### config.mk
export PLATFORM = sky130hd
export DESIGN_NAME = plat_regs
export DESIGN_NICKNAME = d
export VERILOG_FILES = /design/src/rtl/plat_pkg.sv /design/src/rtl/plat_decode.sv /design/src/rtl/plat_rst_seq.sv /design/src/rtl/plat_regs.sv
export SDC_FILE = /design/constraint.sdc
export NUM_CORES = 1
export LEC_CHECK = 0
export ABC_AREA = 1
export BUFFER_PORTS_ARGS = -buffer_cell sky130_fd_sc_hd__buf_2
export CAP_MARGIN = 10
export CORE_ASPECT_RATIO = 0.5
export CORE_MARGIN = 2
export CORE_UTILIZATION = 33
export DETAILED_ROUTE_END_ITERATION = 7
export PLACE_DENSITY = 0.76
export SYNTH_ARGS = -nofsm -noshare
export SYNTH_HDL_FRONTEND = slang
export SYNTH_SLANG_ARGS = --single-unit
### constraint.sdc
create_clock -name clk -period 1.75 [get_ports clk]
set_clock_uncertainty 0.15 [all_clocks]
set_input_delay 0.525 -clock clk [delete_from_list [all_inputs] [get_ports clk]]
set_output_delay 0.525 -clock clk [all_outputs]
set_load 0.02 [all_outputs]
### src/rtl/plat_pkg.sv
package plat_pkg;
    localparam int DATA_W  = 32;
    localparam int OFS_W   = 16;
    localparam int MHZ_W   = 8;
    localparam int GIB_W   = 4;
    localparam int FIELD_W = 8;

    typedef enum logic [1:0] {
        SZ_BYTE  = 2'd0,
        SZ_HALF  = 2'd1,
        SZ_WORD  = 2'd2,
        SZ_DWORD = 2'd3
    } acc_size_e;

    // Register offsets within the window
    localparam logic [OFS_W-1:0] OFS_BUILD_ID  = 16'h0000;
    localparam logic [OFS_W-1:0] OFS_CORE_CHG  = 16'h0004;
    localparam logic [OFS_W-1:0] OFS_WRAP_CHG  = 16'h0008;
    localparam logic [OFS_W-1:0] OFS_RESET_CTL = 16'h0010;
    localparam logic [OFS_W-1:0] OFS_MEM_STAT  = 16'h0014;
    localparam logic [OFS_W-1:0] OFS_LINK_STAT = 16'h0018;
    localparam logic [OFS_W-1:0] OFS_CLK_SET   = 16'h0030;
    localparam logic [OFS_W-1:0] OFS_BUILD_OPT = 16'h0034;
    localparam logic [OFS_W-1:0] OFS_MEM_CFG   = 16'h0038;

    localparam int RESET_BIT = 4;

    typedef enum logic [1:0] {
        RS_IDLE    = 2'd0,
        RS_PULSE   = 2'd1,
        RS_HOLDOFF = 2'd2
    } rst_state_e;
endpackage

### src/rtl/plat_decode.sv
module plat_decode
    import plat_pkg::*;
(
    input  logic [OFS_W-1:0]  offset,
    input  logic [MHZ_W-1:0]  timer_mhz,
    input  logic [GIB_W-1:0]  ram_gib,
    output logic              rd_hit,
    output logic              wr_hit,
    output logic              is_reset_ctl,
    output logic [DATA_W-1:0] rd_value
);
    localparam logic [FIELD_W-1:0] UNIT = FIELD_W'(1);

    // Read side: values assembled from constants and straps
    always_comb begin
        rd_hit   = 1'b1;
        rd_value = '0;
        unique case (offset)
            OFS_BUILD_ID, OFS_CORE_CHG, OFS_WRAP_CHG: rd_value = '0;
            OFS_MEM_STAT:  rd_value = DATA_W'(32'h0000_0005);
            OFS_CLK_SET:   rd_value = {UNIT, UNIT, timer_mhz, UNIT};
            OFS_BUILD_OPT: rd_value = DATA_W'(32'h0000_000E);
            OFS_MEM_CFG:   rd_value = {16'h0000, 12'hFFF, ram_gib};
            default: begin
                rd_hit   = 1'b0;
                rd_value = '0;
            end
        endcase
    end

    // Write side: read-only offsets are decoded but store nothing
    always_comb begin
        wr_hit       = 1'b1;
        is_reset_ctl = 1'b0;
        unique case (offset)
            OFS_RESET_CTL: is_reset_ctl = 1'b1;
            OFS_BUILD_ID, OFS_CORE_CHG, OFS_WRAP_CHG, OFS_MEM_STAT,
            OFS_LINK_STAT, OFS_CLK_SET, OFS_BUILD_OPT, OFS_MEM_CFG: wr_hit = 1'b1;
            default: wr_hit = 1'b0;
        endcase
    end
endmodule

### src/rtl/plat_rst_seq.sv
module plat_rst_seq
    import plat_pkg::*;
#(
    parameter int HOLD_CYCLES = 16
) (
    input  logic clk,
    input  logic rst_n,
    input  logic trigger,
    output logic pulse
);
    localparam int CNT_W = (HOLD_CYCLES > 2) ? $clog2(HOLD_CYCLES) : 1;
    localparam logic [CNT_W-1:0] CNT_LOAD = CNT_W'(HOLD_CYCLES - 1);

    rst_state_e       state_q, state_d;
    logic [CNT_W-1:0] cnt_q, cnt_d;

    // State register
    always_ff @(posedge clk) begin
        if (!rst_n) begin
            state_q <= RS_IDLE;
            cnt_q   <= '0;
        end else begin
            state_q <= state_d;
            cnt_q   <= cnt_d;
        end
    end

    // Next-state logic
    always_comb begin
        state_d = state_q;
        cnt_d   = cnt_q;
        unique case (state_q)
            RS_IDLE: if (trigger) state_d = RS_PULSE;
            RS_PULSE: begin
                state_d = RS_HOLDOFF;
                cnt_d   = CNT_LOAD;
            end
            RS_HOLDOFF: begin
                if (cnt_q == '0) state_d = RS_IDLE;
                else             cnt_d   = cnt_q - 1'b1;
            end
            default: state_d = RS_IDLE;
        endcase
    end

    // Outputs
    always_comb begin
        unique case (state_q)
            RS_PULSE: pulse = 1'b1;
            default:  pulse = 1'b0;
        endcase
    end

    assert_pulse_single_R9: assert property (@(posedge clk) disable iff (!rst_n)
        pulse |=> !pulse);
endmodule

### src/rtl/plat_regs.sv
module plat_regs
    import plat_pkg::*;
#(
    parameter int ADDR_W      = 32,
    parameter int HOLD_CYCLES = 16
) (
    input  logic              clk,
    input  logic              rst_n,
    input  logic              req_valid,
    input  logic              req_write,
    input  logic [1:0]        req_size,
    input  logic [ADDR_W-1:0] req_addr,
    input  logic [DATA_W-1:0] req_wdata,
    input  logic [MHZ_W-1:0]  timer_mhz,
    input  logic [GIB_W-1:0]  ram_gib,
    output logic              rsp_valid,
    output logic [DATA_W-1:0] rsp_rdata,
    output logic              sys_reset_req,
    output logic              unimpl_seen
);
    logic              rd_hit, wr_hit, is_reset_ctl;
    logic [DATA_W-1:0] rd_value;
    logic              word_acc, rd_acc, wr_acc, trigger, miss;

    logic unused_bits;
    assign unused_bits = ^{req_addr[ADDR_W-1:OFS_W], req_wdata[DATA_W-1:RESET_BIT+1],
                           req_wdata[RESET_BIT-1:0]};

    plat_decode u_decode (
        .offset       (req_addr[OFS_W-1:0]),
        .timer_mhz    (timer_mhz),
        .ram_gib      (ram_gib),
        .rd_hit       (rd_hit),
        .wr_hit       (wr_hit),
        .is_reset_ctl (is_reset_ctl),
        .rd_value     (rd_value)
    );

    assign word_acc = req_valid && (req_size == SZ_WORD);
    assign rd_acc   = word_acc && !req_write;
    assign wr_acc   = word_acc && req_write;
    assign trigger  = wr_acc && is_reset_ctl && req_wdata[RESET_BIT];
    assign miss     = (rd_acc && !rd_hit) || (wr_acc && !wr_hit);

    plat_rst_seq #(.HOLD_CYCLES(HOLD_CYCLES)) u_rst_seq (
        .clk     (clk),
        .rst_n   (rst_n),
        .trigger (trigger),
        .pulse   (sys_reset_req)
    );

    always_ff @(posedge clk) begin
        if (!rst_n) begin
            rsp_valid   <= 1'b0;
            rsp_rdata   <= '0;
            unimpl_seen <= 1'b0;
        end else begin
            rsp_valid   <= req_valid;
            rsp_rdata   <= (rd_acc && rd_hit) ? rd_value : '0;
            unimpl_seen <= unimpl_seen || miss;
        end
    end

    // Checker state: cycles since the last pulse, saturating
    localparam int GAP_MAX = HOLD_CYCLES + 1;
    localparam int GAP_W   = $clog2(GAP_MAX + 1);
    logic [GAP_W-1:0] gap_q;
    logic             seen_q;
    always_ff @(posedge clk) begin
        if (!rst_n) begin
            gap_q  <= '0;
            seen_q <= 1'b0;
        end else if (sys_reset_req) begin
            gap_q  <= '0;
            seen_q <= 1'b1;
        end else if (gap_q != GAP_W'(GAP_MAX)) begin
            gap_q  <= gap_q + 1'b1;
        end
    end

    assert_holdoff_gap_R10: assert property (@(posedge clk) disable iff (!rst_n)
        (sys_reset_req && seen_q) |-> (gap_q == GAP_W'(GAP_MAX)));
    assert_sticky_flag_R12: assert property (@(posedge clk) disable iff (!rst_n)
        unimpl_seen |=> unimpl_seen);
    assert_rsp_follows_R13: assert property (@(posedge clk) disable iff (!rst_n)
        req_valid |=> rsp_valid);
    assert_rsp_idle_R13: assert property (@(posedge clk) disable iff (!rst_n)
        !req_valid |=> !rsp_valid);
    assert_write_rdata_zero_R11: assert property (@(posedge clk) disable iff (!rst_n)
        (req_valid && req_write) |=> (rsp_rdata == '0));
    assert_nonword_zero_R2: assert property (@(posedge clk) disable iff (!rst_n)
        (req_valid && req_size != SZ_WORD) |=> (rsp_rdata == '0));
endmodule

==> impl_metrics.py, run 1 <==
metrics = {
    "run_status": {
        "status": "complete, no violations",
    },
    "drt": {
        "ant_nets": 0,
        "dr.pass1.iters": 4,
        "drc": 0,
        "finalWirelength_um": 2820,
        "drt-initial-drc-count": 42,
        "vias_per_cell": 4.27,
        "dr_total_vias": 1174,
        "wire_per_inst_um": 10.3,
    },
    "clocking": {
        "clkTransAtPathRegs_ns": 0.08,
        "clk_latency_ns": 0.26,
        "cts_num_sinks": 22,
        "cts_tree": "done",
        "cts_made_buffers": 3,
        "clockBufferDepth": 2,
        "clockRootBuffer": "clkbuf_8",
        "htreeDepth": 1,
    },
    "grt": {
        "grt_max_degree": 14,
        "grt_use_total_pct": 13.2,
        "use_met1_pct": 14.5,
        "grt_use_met2_pct": 26.9,
        "grt_pass1_vias": 1064,
        "grt_use_met3_pct": 2.83,
        "antenna_found_initial": 0,
        "grt_pass1_wl_um": 4490,
        "top_usage_layer": "met2",
        "gr-total-overflow": 0,
    },
    "die": {
        "die_area_sq_mm": 0.00431,
        "die_x_um": 90.8,
        "pin_count": 117,
        "num_rows": 15,
        "start_util_pct": 35.2,
        "fp.coreArea_sq_mm": 0.00353,
        "die_h_um": 47.4,
    },
    "place": {
        "pre_cts_slack_ns": -0.229,
        "portBuffers": 55,
        "hpwl_um": 2280,
        "place.gp.congestion": 0.773,
    },
    "logic_synthesis": {
        "ys_warn_count": 0,
        "syn_area_per_cell_sq_um": 8.02,
        "ys_seq_elements": 22,
        "syn_area_sq_mm": 0.00124,
        "ys_seq_area_share_pct": 35.4,
        "synth.distinct_cells": 26,
        "synthCells": 155,
    },
    "worst_setup_path": {
        "critPathKind": "input pin to flip-flop",
        "end_kind": "flip-flop",
        "cpMostUsedCell": "nand2_2",
        "slowest_stage": "a31oi_1",
        "cp.arrival_ns": 1.68,
        "critPathLaunchType": "input pin",
        "cp_data_required_time_ns": 1.78,
        "cpPeakStageDelay_ns": 0.22,
        "critPathMaxFanout": 8,
        "crit_chain": "buf_2, nor2_1, nand2_2, nor2_8, nand2_1, nand2_2, buf_4, o21ai_1, a31oi_1",
    },
    "timing": {
        "finalSetupViolCount": 0,
        "post-route-period-util_pct": 94.3,
        "hold_violations": 0,
        "holdWs_ns": 0.290,
        "max_freq_ghz": 0.606,
        "layout_setup_ws_ns": 0.100,
        "setup_tns_ns": 0,
        "grt_setup_unrepaired": "false",
        "final_max_slew_viol_count": 0,
        "fin_crit_ns": 1.65,
    },
    "pwr": {
        "max-vdd-ir-drop_mv": 0.281,
        "leakagePower_nw": 0.880,
        "power.density_mw_per_mm2": 640,
    },
    "layout": {
        "fillerInstances": 344,
        "finalNetCount": 308,
        "final_core_util_pct": 48.2,
        "seqCellArea_sq_um": 440,
        "area_delta_synth_final_pct": 36.6,
        "drive_gt1_share_pct": 47.8,
        "multi_input_area_sq_um": 656,
        "antennaDiodeCount": 0,
    },
    "job": {
        "cap_violations": 0,
    },
    "min_path": {
        "hold_path_class": "input pin to flip-flop",
    },
}
through the flow:
step | power (mW) | instance area [sq um] | std cells
5_1_grt | 1.13 | 1700 | 275
3_5_place_dp | 0.631 | 1590 | 269
6_report | 1.09 | 1700 | 275
3_3_place_gp | 0.628 | 1590 | 269
4_1_cts | 1.09 | 1660 | 273
2_1_floorplan | 0.601 | 1290 | 168
state kept, by name, indices dropped and copies added (netlist names):
name and count:
u_rst_seq.state_q 2, u_rst_seq.cnt_q 4, rsp_valid 1, rsp_rdata 14, unimpl_seen 1
layer usage:
layer / vias up / routed length [um]
li1: 608 / -
met1: 530 / 1130
met2: 32 / 1510
met3: 4 / 136
met4: 0 / 40
met5: - / 0
cell usage after synthesis, drive strengths merged:
cell type / count / area share, %
buf: 20 / 12
conb: 1 / 0.30
ha: 1 / 1.0
dfxtp: 22 / 35
a22o: 1 / 0.70
nor2: 28 / 14
a21oi: 16 / 8.6
inv: 13 / 3.9
o21ai: 2 / 0.80
nand4: 3 / 1.5
nor4: 1 / 0.50
clkinv: 1 / 0.30
a311oi: 1 / 0.70
nand3: 15 / 6.0
nand2: 28 / 13
a31oi: 2 / 1.0
worst max-delay path, delay by kind of cell:
family	cells	cell delay (ns)
AO/OA/AOI/OAI	2	0.31
buffers and inverters	2	0.20
AND/OR/NAND/NOR	5	0.64
what timing repair did:
item | CTS | global route
hold buffers | 0 | 0
buffers inserted | 0 | 2
gates resized for setup | 0 | 2
endpoints found under the setup margin | 0 | 10
power by group:
| group | total [mW] | switching [mW] | internal [mW] |
|---|---|---|---|
| sequential | 0.504 | 0.00126 | 0.503 |
| combinational | 0.117 | 0.0735 | 0.0435 |
| clock | 0.467 | 0.161 | 0.305 |
| total | 1.09 | 0.236 | 0.852 |
logic make-up (layout without fill, tap and decap cells):
group                    Yosys count  after routing  share of synthesized area (%)
AO/OA/AOI/OAI                     22             22                           11.8
adder cells (fa/ha/maj)            1              1                           1.01
buffers and inverters             34             90                           16.4
flip-flops                        22             22                           35.4
other                              1             14                          0.302
AND/OR/NAND/NOR                   75             75                           35.1
layout make-up:
cell class | instances | share of cell area [%]
clock buffers | 3 | 2.43
clock inverters | 1 | 1.77
inverters | 14 | 3.09
multi-input cells | 112 | 38.6
flip-flops and latches | 22 | 25.9
well taps | 51 | 3.76
repair buffers | 72 | 24.4
path summary, 6_finish.rpt:
path                                         start                   end  slack [ns]  depth (start not counted)
worst max-delay path                   req_addr[9]          rsp_rdata[0]        0.10                          9
worst min-delay path                   req_size[0]  u_rst_seq.state_q[0]        0.29                          2
worst max register to register  u_rst_seq.cnt_q[0]    u_rst_seq.cnt_q[2]        0.17                          7
worst min register to register         unimpl_seen           unimpl_seen        0.31                          2
layout by cell type, fill, tap and decap left out, types with 3 or more instances in the layout:
cell type	n
buf_2	55
dfxtp_1	22
nor2_1	17
nand2_1	16
buf_4	16
nand3_1	15
conb_1	14
inv_1	12
a21oi_1	9
nand2_2	7
a21oi_2	7
nor2_2	6
nand2_4	4
nor2_4	3
nand4_1	3
clkbuf_8	3
Power figures use the tool's default switching activity.
==> inputs of run 2 (changes only) <==
--- a/config.mk
+++ b/config.mk
@@ -13,6 +13,7 @@
 export CORE_UTILIZATION = 33
 export DETAILED_ROUTE_END_ITERATION = 7
 export PLACE_DENSITY = 0.76
+export REMOVE_ABC_BUFFERS = 1
 export SYNTH_ARGS = -nofsm -noshare
 export SYNTH_HDL_FRONTEND = slang
 export SYNTH_SLANG_ARGS = --single-unit
==> run 2 against run 1 <==
  * Sequential share of layout area increased by 0.57 points
  * Critical path depth shrank 5
  * Global-route usage is 0.55 points lower
  * Core utilization is 1.0 points lower
  * Maximum frequency is 0.85% lower
  * Worst hold slack got worse by 0.0020 ns
  * Critical endpoint is now sys_reset_req
  * Worst setup slack got worse by 0.014 ns
  * Count of clock-buffer cells in the layout stayed put
  * Final cell count decreased by 1.5%
  * Routed wire length is 1.3% lower
  * Largest power group unchanged
  * Final area decreased by 2.1%
==> impl_metrics.py, run 2 (synthesis gave the netlist of run 1 again) <==
metrics = {
    "clocking": {
        "clk_latency_ns": 0.26,
        "cts_num_sinks": 22,
        "cts_tree": "done",
        "clkTransAtPathRegs_ns": 0.08,
        "clockBufferDepth": 2,
        "cts_setup_buffers": 0,
        "cts_made_buffers": 3,
        "htreeDepth": 1,
        "clockRootBuffer": "clkbuf_8",
    },
    "layout": {
        "fillerInstances": 350,
        "top_register": "rsp_rdata",
        "antennaDiodeCount": 0,
        "drive_gt1_share_pct": 47.3,
        "largest_register_ffs": 14,
        "area_delta_synth_final_pct": 33.7,
        "mostFrequentLayoutCells": "buf_2, dfxtp_1, nor2_1",
        "finalNetCount": 304,
        "final_common_cell": "buf_2",
        "reg_top3": "rsp_rdata (14), u_rst_seq.cnt_q (4), u_rst_seq.state_q (2)",
    },
    "min_path": {
        "hold_path_class": "input pin to flip-flop",
        "min-delay-start": "req_size[0]",
        "min_path_cells": 2,
        "holdPathEnd": "u_rst_seq.state_q[0]",
    },
    "grt": {
        "antenna_found_initial": 0,
        "grt_pass1_vias": 1059,
        "grt_pass1_wl_um": 4320,
        "use_met1_pct": 13.1,
        "grt_use_met3_pct": 1.10,
        "grt_use_total_pct": 12.6,
        "grt_max_degree": 14,
        "gr-total-overflow": 0,
        "grt_use_met2_pct": 27.9,
        "top_usage_layer": "met2",
    },
    "place": {
        "portBuffers": 55,
        "pre_cts_slack_ns": -0.222,
        "place.gp.congestion": 0.782,
        "hpwl_um": 2280,
    },
    "pwr": {
        "leakagePower_nw": 0.856,
        "p_comb_share_pct": 10.6,
        "fin_total_pwr_mw": 1.09,
        "clockPowerShare_pct": 43.0,
        "max-vdd-ir-drop_mv": 0.380,
        "power.density_mw_per_mm2": 654,
        "p_int_mw": 0.851,
        "power_frac_seq_pct": 46.4,
        "swShare_pct": 21.7,
        "switching_power_mw": 0.236,
    },
    "die": {
        "die_x_um": 90.8,
        "die_area_sq_mm": 0.00431,
        "fp.coreArea_sq_mm": 0.00353,
        "num_rows": 15,
        "start_util_pct": 35.2,
        "die_h_um": 47.4,
        "pin_count": 117,
    },
    "drt": {
        "ant_nets": 0,
        "dr_total_vias": 1156,
        "drc": 0,
        "vias_per_cell": 4.27,
        "wire_per_inst_um": 10.3,
        "drt-initial-drc-count": 35,
        "dr.pass1.iters": 4,
        "finalWirelength_um": 2780,
    },
    "worst_setup_path": {
        "cp_data_required_time_ns": 1.07,
        "critPathMaxFanout": 3,
        "end_kind": "primary output",
        "timing.reg2reg.setup_slack_ns": 0.17,
        "crit_start": "u_rst_seq.state_q[1]",
        "r2r-end": "u_rst_seq.cnt_q[3]",
        "critPathKind": "flip-flop to primary output",
        "reg2reg_depth": 8,
        "critPathLaunchType": "flip-flop",
        "cp.arrival_ns": 0.99,
        "worstReg2RegStart": "u_rst_seq.cnt_q[0]",
    },
    "job": {
        "cap_violations": 0,
    },
    "timing": {
        "finalSetupViolCount": 0,
        "final_max_slew_viol_count": 0,
        "fin_crit_ns": 1.66,
        "hold_violations": 0,
        "layout_setup_ws_ns": 0.0860,
        "post-route-period-util_pct": 95.1,
        "max_freq_ghz": 0.601,
        "grt_setup_unrepaired": "false",
    },
    "run_status": {
        "status": "complete, no violations",
    },
}
[run 2: cell count changes in the layout (fill, tap and decap cells not counted)]
cell | previous run | this run
a311oi_1 | 1 | 0
buf_4 | 16 | 13
buf_12 | 1 | 0
a311oi_2 | 0 | 1
[run 2: layer usage]
metal | vias up | part of all wire, %
met5 | - | 0
met2 | 37 | 56
met1 | 515 | 37
li1 | 598 | -
met4 | 0 | 1.9
met3 | 6 | 4.2
[run 2: layout make-up]
class / count / area [sq um] / share of cell area [%]
inverter: 14 / 52.6 / 3.16
sequential: 22 / 440 / 26.5
clock inverter: 1 / 30.0 / 1.81
multi-input combinational: 112 / 662 / 39.8
timing repair buffer: 68 / 373 / 22.4
tap: 51 / 63.8 / 3.84
clock buffer: 3 / 41.3 / 2.48
[run 2: worst max-delay path by stage]
| stage | to | depth (start not counted) |
|---|---|---|
| 2_1_floorplan | rsp_rdata[8] | 9 |
| 3_3_place_gp | rsp_rdata[8] | 8 |
| 3_5_place_dp | rsp_rdata[8] | 8 |
| 4_1_cts | rsp_rdata[14] | 8 |
| 5_1_grt | rsp_rdata[15] | 8 |
| 6_report | sys_reset_req | 4 |
[run 2: metrics by stage]
| step | utilization (%) | TNS [ns] | hold slack (ns) | instance area [sq um] | std cells |
|---|---|---|---|---|---|
| floorplan | - | -0.363 | 0.294 | 1140 | 148 |
| global placement | 44.7 | -1.81 | 0.298 | 1580 | 267 |
| detailed placement | 44.7 | -2.44 | 0.307 | 1580 | 267 |
| CTS | 46.7 | 0 | 0.289 | 1650 | 271 |
| global route | 47.1 | 0 | 0.286 | 1660 | 271 |
| finish | 47.1 | 0 | 0.288 | 1660 | 271 |
[run 2: power by group through the flow]
| stage | logic (mW) | registers [mW] | clock network [mW] |
|---|---|---|---|
| after CTS | 0.116 | 0.504 | 0.467 |
| after floorplan | 0.0569 | 0.519 | 0 |
| after global placement | 0.112 | 0.516 | 0 |
| after global routing | 0.127 | 0.505 | 0.497 |
| final | 0.116 | 0.504 | 0.468 |
| after detailed placement | 0.115 | 0.516 | 0 |
[run 2: critical path, stage by stage (launching register included)]
cell and delay (ns):
dfxtp_1 0.32, inv_1 0.07, nand2_1 0.09, inv_1 0.09
buf_2 0.17
[run 2: what timing repair did]
action                                  CTS  global route
resized for setup                         0             3
hold buffers                              0             0
endpoints found under the setup margin    0            13
